--- config.mk ---
export PLATFORM = sky130hd
export DESIGN_NAME = cwf_fill_unit
export DESIGN_NICKNAME = d
export VERILOG_FILES = /design/src/rtl/cwf_pkg.sv /design/src/rtl/cwf_wrap_ctr.sv /design/src/rtl/cwf_fill_buffer.sv /design/src/rtl/cwf_fill_ctrl.sv /design/src/rtl/cwf_fill_unit.sv
export SDC_FILE = /design/constraint.sdc
export NUM_CORES = 1
export LEC_CHECK = 0
export ABC_AREA = 1
export BUFFER_PORTS_ARGS = -buffer_cell sky130_fd_sc_hd__buf_4
export CORE_UTILIZATION = 30
export CTS_BUF_LIST = sky130_fd_sc_hd__clkbuf_8
export DETAILED_ROUTE_END_ITERATION = 16
export HOLD_SLACK_MARGIN = 0.06
export PLACE_DENSITY = 0.62
export SYNTH_ARGS = -nofsm -noshare
export SYNTH_HDL_FRONTEND = slang
export SYNTH_SLANG_ARGS = --single-unit
--- constraint.sdc ---
create_clock -name clk -period 1.8 [get_ports clk]
set_clock_uncertainty 0.15 [all_clocks]
set_input_delay 0.36 -clock clk [delete_from_list [all_inputs] [get_ports clk]]
set_output_delay 0.36 -clock clk [all_outputs]
set_load 0.01 [all_outputs]
--- src/rtl/cwf_pkg.sv ---
package cwf_pkg;
    typedef enum logic [1:0] {
        FILL_IDLE  = 2'd0,
        FILL_REQ   = 2'd1,
        FILL_WAIT  = 2'd2,
        FILL_WRITE = 2'd3
    } fill_state_e;
endpackage

--- src/rtl/cwf_wrap_ctr.sv ---
// Wrapping chunk sequencer: index = base + count (mod 2^IDX_W).
module cwf_wrap_ctr #(
    parameter int IDX_W = 2
) (
    input  logic             clk,
    input  logic             rst_n,
    input  logic             load,
    input  logic             step,
    input  logic [IDX_W-1:0] base,
    output logic [IDX_W-1:0] idx,
    output logic             last
);
    logic [IDX_W-1:0] cnt_q;

    always_ff @(posedge clk or negedge rst_n) begin
        if (!rst_n) begin
            cnt_q <= '0;
        end else if (load) begin
            cnt_q <= '0;
        end else if (step) begin
            cnt_q <= cnt_q + 1'b1;
        end
    end

    assign idx  = base + cnt_q;
    assign last = (cnt_q == {IDX_W{1'b1}});
endmodule

--- src/rtl/cwf_fill_buffer.sv ---
// Fill buffer: one slot per chunk, written by the beat's tag.
module cwf_fill_buffer #(
    parameter int NUM_BEATS = 4,
    parameter int BEAT_W    = 64,
    localparam int IDX_W    = $clog2(NUM_BEATS),
    localparam int LINE_W   = NUM_BEATS * BEAT_W
) (
    input  logic              clk,
    input  logic              rst_n,
    input  logic              wr_en,
    input  logic [IDX_W-1:0]  wr_idx,
    input  logic [BEAT_W-1:0] wr_data,
    output logic [LINE_W-1:0] line
);
    for (genvar g = 0; g < NUM_BEATS; g++) begin : g_slot
        logic [BEAT_W-1:0] slot_q;

        always_ff @(posedge clk or negedge rst_n) begin
            if (!rst_n) begin
                slot_q <= '0;
            end else if (wr_en && (wr_idx == IDX_W'(g))) begin
                slot_q <= wr_data;
            end
        end

        assign line[g*BEAT_W +: BEAT_W] = slot_q;
    end
endmodule

--- src/rtl/cwf_fill_ctrl.sv ---
// Fill controller: state machine, beat counting and early restart.
module cwf_fill_ctrl
    import cwf_pkg::*;
#(
    parameter int NUM_BEATS = 4,
    parameter int BEAT_W    = 64,
    parameter int LINE_AW   = 27,
    localparam int IDX_W    = $clog2(NUM_BEATS),
    localparam int CNT_W    = IDX_W + 1
) (
    input  logic               clk,
    input  logic               rst_n,
    input  logic               miss_valid,
    input  logic [LINE_AW-1:0] miss_line_addr,
    input  logic [IDX_W-1:0]   miss_chunk,
    output logic               miss_ready,
    output logic               mem_req_valid,
    input  logic               mem_req_ready,
    input  logic               req_last,
    input  logic               mem_rsp_valid,
    input  logic [IDX_W-1:0]   mem_rsp_chunk,
    input  logic [BEAT_W-1:0]  mem_rsp_data,
    input  logic               hit_valid,
    output logic               hit_grant,
    output logic               early_valid,
    output logic [BEAT_W-1:0]  early_data,
    output logic               line_wr_en,
    output logic [LINE_AW-1:0] line_q,
    output logic [IDX_W-1:0]   crit_q,
    output logic               miss_fire,
    output logic               req_fire,
    output logic               rsp_fire,
    output logic               busy
);
    localparam logic [CNT_W-1:0] LAST_BEAT = CNT_W'(NUM_BEATS - 1);

    fill_state_e state_q, state_d;
    logic [CNT_W-1:0]  rsp_cnt_q;
    logic              early_valid_q;
    logic [BEAT_W-1:0] early_data_q;

    // state register
    always_ff @(posedge clk or negedge rst_n) begin
        if (!rst_n) begin
            state_q <= FILL_IDLE;
        end else begin
            state_q <= state_d;
        end
    end

    // next-state logic
    always_comb begin
        state_d = state_q;
        unique case (state_q)
            FILL_IDLE:  if (miss_fire) state_d = FILL_REQ;
            FILL_REQ:   if (req_fire && req_last) state_d = FILL_WAIT;
            FILL_WAIT:  if (rsp_fire && (rsp_cnt_q == LAST_BEAT)) state_d = FILL_WRITE;
            FILL_WRITE: state_d = FILL_IDLE;
            default:    state_d = FILL_IDLE;
        endcase
    end

    // outputs
    always_comb begin
        miss_ready    = 1'b0;
        mem_req_valid = 1'b0;
        line_wr_en    = 1'b0;
        busy          = 1'b1;
        unique case (state_q)
            FILL_IDLE: begin
                miss_ready = 1'b1;
                busy       = 1'b0;
            end
            FILL_REQ:   mem_req_valid = 1'b1;
            FILL_WAIT:  ;
            FILL_WRITE: line_wr_en = 1'b1;
            default:    busy = 1'b0;
        endcase
    end

    assign miss_fire = miss_valid && miss_ready;
    assign req_fire  = mem_req_valid && mem_req_ready;
    assign rsp_fire  = mem_rsp_valid &&
                       ((state_q == FILL_REQ) || (state_q == FILL_WAIT));
    assign hit_grant = hit_valid && !line_wr_en;

    // miss context and beat count
    always_ff @(posedge clk or negedge rst_n) begin
        if (!rst_n) begin
            line_q    <= '0;
            crit_q    <= '0;
            rsp_cnt_q <= '0;
        end else if (miss_fire) begin
            line_q    <= miss_line_addr;
            crit_q    <= miss_chunk;
            rsp_cnt_q <= '0;
        end else if (rsp_fire) begin
            rsp_cnt_q <= rsp_cnt_q + 1'b1;
        end
    end

    // early restart: forward the critical beat one cycle after it lands
    always_ff @(posedge clk or negedge rst_n) begin
        if (!rst_n) begin
            early_valid_q <= 1'b0;
            early_data_q  <= '0;
        end else begin
            early_valid_q <= rsp_fire && (mem_rsp_chunk == crit_q);
            if (rsp_fire && (mem_rsp_chunk == crit_q)) begin
                early_data_q <= mem_rsp_data;
            end
        end
    end

    assign early_valid = early_valid_q;
    assign early_data  = early_data_q;
endmodule

--- src/rtl/cwf_fill_unit.sv ---
module cwf_fill_unit #(
    parameter int ADDR_W     = 32,
    parameter int LINE_BYTES = 32,
    parameter int BEAT_BYTES = 8,
    localparam int NUM_BEATS = LINE_BYTES / BEAT_BYTES,
    localparam int IDX_W     = $clog2(NUM_BEATS),
    localparam int OFF_W     = $clog2(LINE_BYTES),
    localparam int LINE_AW   = ADDR_W - OFF_W,
    localparam int BEAT_W    = BEAT_BYTES * 8,
    localparam int LINE_W    = LINE_BYTES * 8
) (
    input  logic               clk,
    input  logic               rst_n,
    input  logic               miss_valid,
    input  logic [LINE_AW-1:0] miss_line_addr,
    input  logic [IDX_W-1:0]   miss_chunk,
    output logic               miss_ready,
    output logic               mem_req_valid,
    input  logic               mem_req_ready,
    output logic [LINE_AW-1:0] mem_req_line,
    output logic [IDX_W-1:0]   mem_req_chunk,
    input  logic               mem_rsp_valid,
    input  logic [IDX_W-1:0]   mem_rsp_chunk,
    input  logic [BEAT_W-1:0]  mem_rsp_data,
    input  logic               hit_valid,
    output logic               hit_grant,
    output logic               early_valid,
    output logic [BEAT_W-1:0]  early_data,
    output logic               line_wr_en,
    output logic [LINE_AW-1:0] line_wr_addr,
    output logic [LINE_W-1:0]  line_wr_data,
    output logic               busy
);
    logic [LINE_AW-1:0] line_q;
    logic [IDX_W-1:0]   crit_q;
    logic               miss_fire, req_fire, rsp_fire, req_last;

    cwf_fill_ctrl #(
        .NUM_BEATS(NUM_BEATS), .BEAT_W(BEAT_W), .LINE_AW(LINE_AW)
    ) u_ctrl (
        .clk, .rst_n,
        .miss_valid, .miss_line_addr, .miss_chunk, .miss_ready,
        .mem_req_valid, .mem_req_ready, .req_last,
        .mem_rsp_valid, .mem_rsp_chunk, .mem_rsp_data,
        .hit_valid, .hit_grant,
        .early_valid, .early_data,
        .line_wr_en, .line_q, .crit_q,
        .miss_fire, .req_fire, .rsp_fire, .busy
    );

    cwf_wrap_ctr #(.IDX_W(IDX_W)) u_order (
        .clk, .rst_n,
        .load (miss_fire),
        .step (req_fire),
        .base (crit_q),
        .idx  (mem_req_chunk),
        .last (req_last)
    );

    cwf_fill_buffer #(.NUM_BEATS(NUM_BEATS), .BEAT_W(BEAT_W)) u_fbuf (
        .clk, .rst_n,
        .wr_en   (rsp_fire),
        .wr_idx  (mem_rsp_chunk),
        .wr_data (mem_rsp_data),
        .line    (line_wr_data)
    );

    assign mem_req_line = line_q;
    assign line_wr_addr = line_q;
endmodule

==> impl_metrics.toml <==
[floorplan]
die_w_um = 217
core-area_um2 = 45600
fp.dieH_um = 217
die_area_um2 = 47200
num_rows = 78
ioPinCount = 483
start_util = 0.305

[cells_and_area]
nets = 2281
drive_gt1_frac = 0.601
stdcell_count = 2817
postLayoutCoreUtil = 0.579
n_antenna_cell = 0
syn_to_final_growth_pct = 89.8
fillers = 3563

[grt]
grt_pass1_vias = 14377
groute.usage.overall = 0.258
grt.overflow.total = 0
grt_pass1_wl_mm = 91.2
antenna_found_initial = 0
grt_max_degree = 56

[sta]
tightest_slew_ns = 0.424
rsz0062_at_grt = "yes"
finalCriticalPeriod_ns = 2.26
slew_viol_final = 0
fmax_mhz = 443
whs_ns = 0.207
fin_crit_sh = 1.25
finalWorstSetupSlack_ns = -0.458
slew_headroom = 0.717
setup_violations = 326
hold_viol_final = 0

[cts]
cts_tree = "built"
clk_latency_ns = 0.64
clock-sinks = 357
cts_buffer_depth = 3
clk_pin_slew_ns = 0.06
root_buffer = "clkbuf_8"
htree_levels = 2
cts_made_buffers = 59

[pwr]
total_power_uw = 47000
p_leak_uw = 0.0133
p_per_area_nw_per_um2 = 1780
ir_drop_v = 0.00106

[routing]
post-route-drc-count = 0
wire_per_inst_um = 23.2
first_pass_iters = 5
route.vias.total = 13927
wl_mm = 65.4
drt_iter0_markers = 1011
viasPerCell = 4.94
antenna_left = 0

[synthesis]
synth_adder_area_share = 0.00810
syn_area_um2 = 13900
synth-simple-area-share = 0.161
synthCells = 1451
ys_seq_area_frac = 0.642
yosysWarnings = 0
synth_compound_area_frac = 0.0942
synthXorXnorAreaFrac = 0.00252
synth_nets = 1561
synth.distinct_cells = 23
avgSynthCellArea_um2 = 9.58
synthMuxAreaShare = 0
synth_top_family_by_area = "simple AND/OR/NAND/NOR gates"
synth_seq_cells = 357

[status]
violations = "setup timing"
status = "finished, violations left"

[setup_path]
regToRegEndpoint = "u_fbuf.g_slot[2].slot_q[60]"
critPathMaxStageDelay_ns = 0.42
r2r_start = "u_ctrl.state_q[1]"
slowest_stage = "dfrtp_1"
critPathKind = "reg2out"
r2r_cells = 12
cp_max_fo = 2
crit_arrival_ns = 1.75
cp.required_ns = 1.29
r2r_slack_ns = -0.30
cp-end-kind = "output pin"
path_cells = "ha_4 -> xnor2_4 -> xor2_2 -> buf_4"
worstSetupStartpointType = "register"

[placed_design]
dp.cells = 2477
globalplace.congestion = 0.827
port-buffer-count = 482
dp_slack_ns = -0.126
post-dp-hpwl_mm = 31.6

[hold_path]
holdCritPathClass = "in2reg"
whs_path_depth = 5
worst_hold_path.endpoint = "u_fbuf.g_slot[1].slot_q[43]"
worstHoldStart = "mem_rsp_chunk[0]"

[flow_run]
max_cap_violations = 0
## Yosys cell counts
| library cell | n | share of area |
|---|---|---|
| nand2_1 | 487 | 0.13 |
| dfrtp_1 | 357 | 0.64 |
| inv_1 | 138 | 0.037 |
| o21ai_1 | 130 | 0.047 |
| o21ai_0 | 127 | 0.046 |
| nand3_1 | 72 | 0.026 |
| buf_2 | 51 | 0.018 |
| buf_4 | 33 | 0.018 |
| buf_6 | 19 | 0.015 |
| ha_1 | 9 | 0.0081 |
| nor2_1 | 7 | 0.0019 |
| clkbuf_1 | 6 | 0.0016 |
| inv_2 | 3 | 0.00081 |
| xor2_1 | 3 | 0.0019 |
| a211oi_1 | 1 | 0.00054 |
| a21oi_2 | 1 | 0.00063 |
| buf_1 | 1 | 0.00027 |
| clkinv_1 | 1 | 0.00027 |
| nand2_2 | 1 | 0.00045 |
| nor3_2 | 1 | 0.00072 |
| o31ai_1 | 1 | 0.00054 |
| or2_2 | 1 | 0.00045 |
| xnor2_1 | 1 | 0.00063 |
## cell type report
class / instances / area [µm²] / area share
Clock inverter: 26 / 148 / 0.00559
Multi-Input combinational cell: 843 / 6520 / 0.247
Sequential cell: 357 / 8940 / 0.339
Inverter: 142 / 548 / 0.0208
Timing Repair Buffer: 768 / 8370 / 0.317
Clock buffer: 81 / 1110 / 0.0422
Tap cell: 600 / 751 / 0.0284
## where the power goes
| part | total [µW] | internal [µW] | switching (µW) | leakage (µW) |
|---|---|---|---|---|
| sequential | 15600 | 11800 | 3740 | 0.00444 |
| combinational | 23800 | 12400 | 11400 | 0.00812 |
| clock | 7640 | 4130 | 3510 | 0.000699 |
## worst max-delay path by stage
stage                            from                     endpoint  cells past startpoint
CTS                  u_order.cnt_q[0]             mem_req_chunk[1]                      4
floorplan           u_ctrl.state_q[0]  u_fbuf.g_slot[0].slot_q[10]                      9
global route         u_ctrl.crit_q[0]             mem_req_chunk[1]                      4
detailed placement  u_ctrl.state_q[0]  u_fbuf.g_slot[0].slot_q[41]                      7
global placement    u_ctrl.state_q[0]  u_fbuf.g_slot[3].slot_q[59]                      7
finish               u_order.cnt_q[0]             mem_req_chunk[1]                      4
## metrics by stage
step	setup TNS (ns)	area [µm²]
final	-69.00	26400
after global routing	-91.95	26400
after CTS	-73.68	24400
after detailed placement	-9.91	18300
after global placement	-2.18	18300
after floorplan	0	13900
## metal layers
layer,track usage,wire length [µm],up-vias,part of all wire
li1,-,-,6051,-
met1,0.319,25600,6967,0.39
met2,0.432,32400,708,0.50
met3,0.0625,4510,201,0.069
met4,0.103,2910,0,0.045
met5,0,0,-,0
## worst max-delay path: cells and delay by family (launching register included)
| family | cells | cell delay [ns] |
|---|---|---|
| adder cells (fa/ha/maj) | 1 | 0.20 |
| flip-flops | 1 | 0.42 |
| XOR/XNOR | 2 | 0.34 |
| buffers and inverters | 1 | 0.15 |
## layout by cell type, fill, tap and decap left out, types with 68 or more instances in the layout
master	netlist	layout
buf_4	33	494
clkbuf_8	0	81
o21ai_2	0	185
o21ai_1	130	68
inv_1	138	149
dfrtp_1	357	350
dlygate4sd3_1	0	97
nand2_4	0	197
nand2_1	487	148
nand2_2	1	141
## state kept, by name (all words and copies together), names as in the netlist
| signal | cells |
|---|---|
| u_fbuf.g_slot.slot_q | 256 |
| u_ctrl.early_data | 64 |
| u_ctrl.line_q | 27 |
| u_ctrl.rsp_cnt_q | 3 |
| u_ctrl.crit_q | 2 |
| u_ctrl.state_q | 2 |
| u_order.cnt_q | 2 |
| u_ctrl.early_valid | 1 |
## what timing repair did
action	4_1_cts	5_1_grt
endpoints found under the setup margin	310	337
cloned	64	15
setup buffers	70	21
endpoints found under the hold margin	712	0
resized for setup	517	565
hold buffers	98	0
pin swaps	34	27
## kinds of logic (layout without fill, tap and decap cells)
family | Yosys count | count (layout)
AO/OA/AOI/OAI | 260 | 260
XOR/XNOR | 4 | 4
adder cells (fa/ha/maj) | 9 | 9
buffers and inverters | 252 | 1017
flip-flops | 357 | 357
AND/OR/NAND/NOR | 569 | 570
Note: power is estimated with default switching activity, not from simulation.
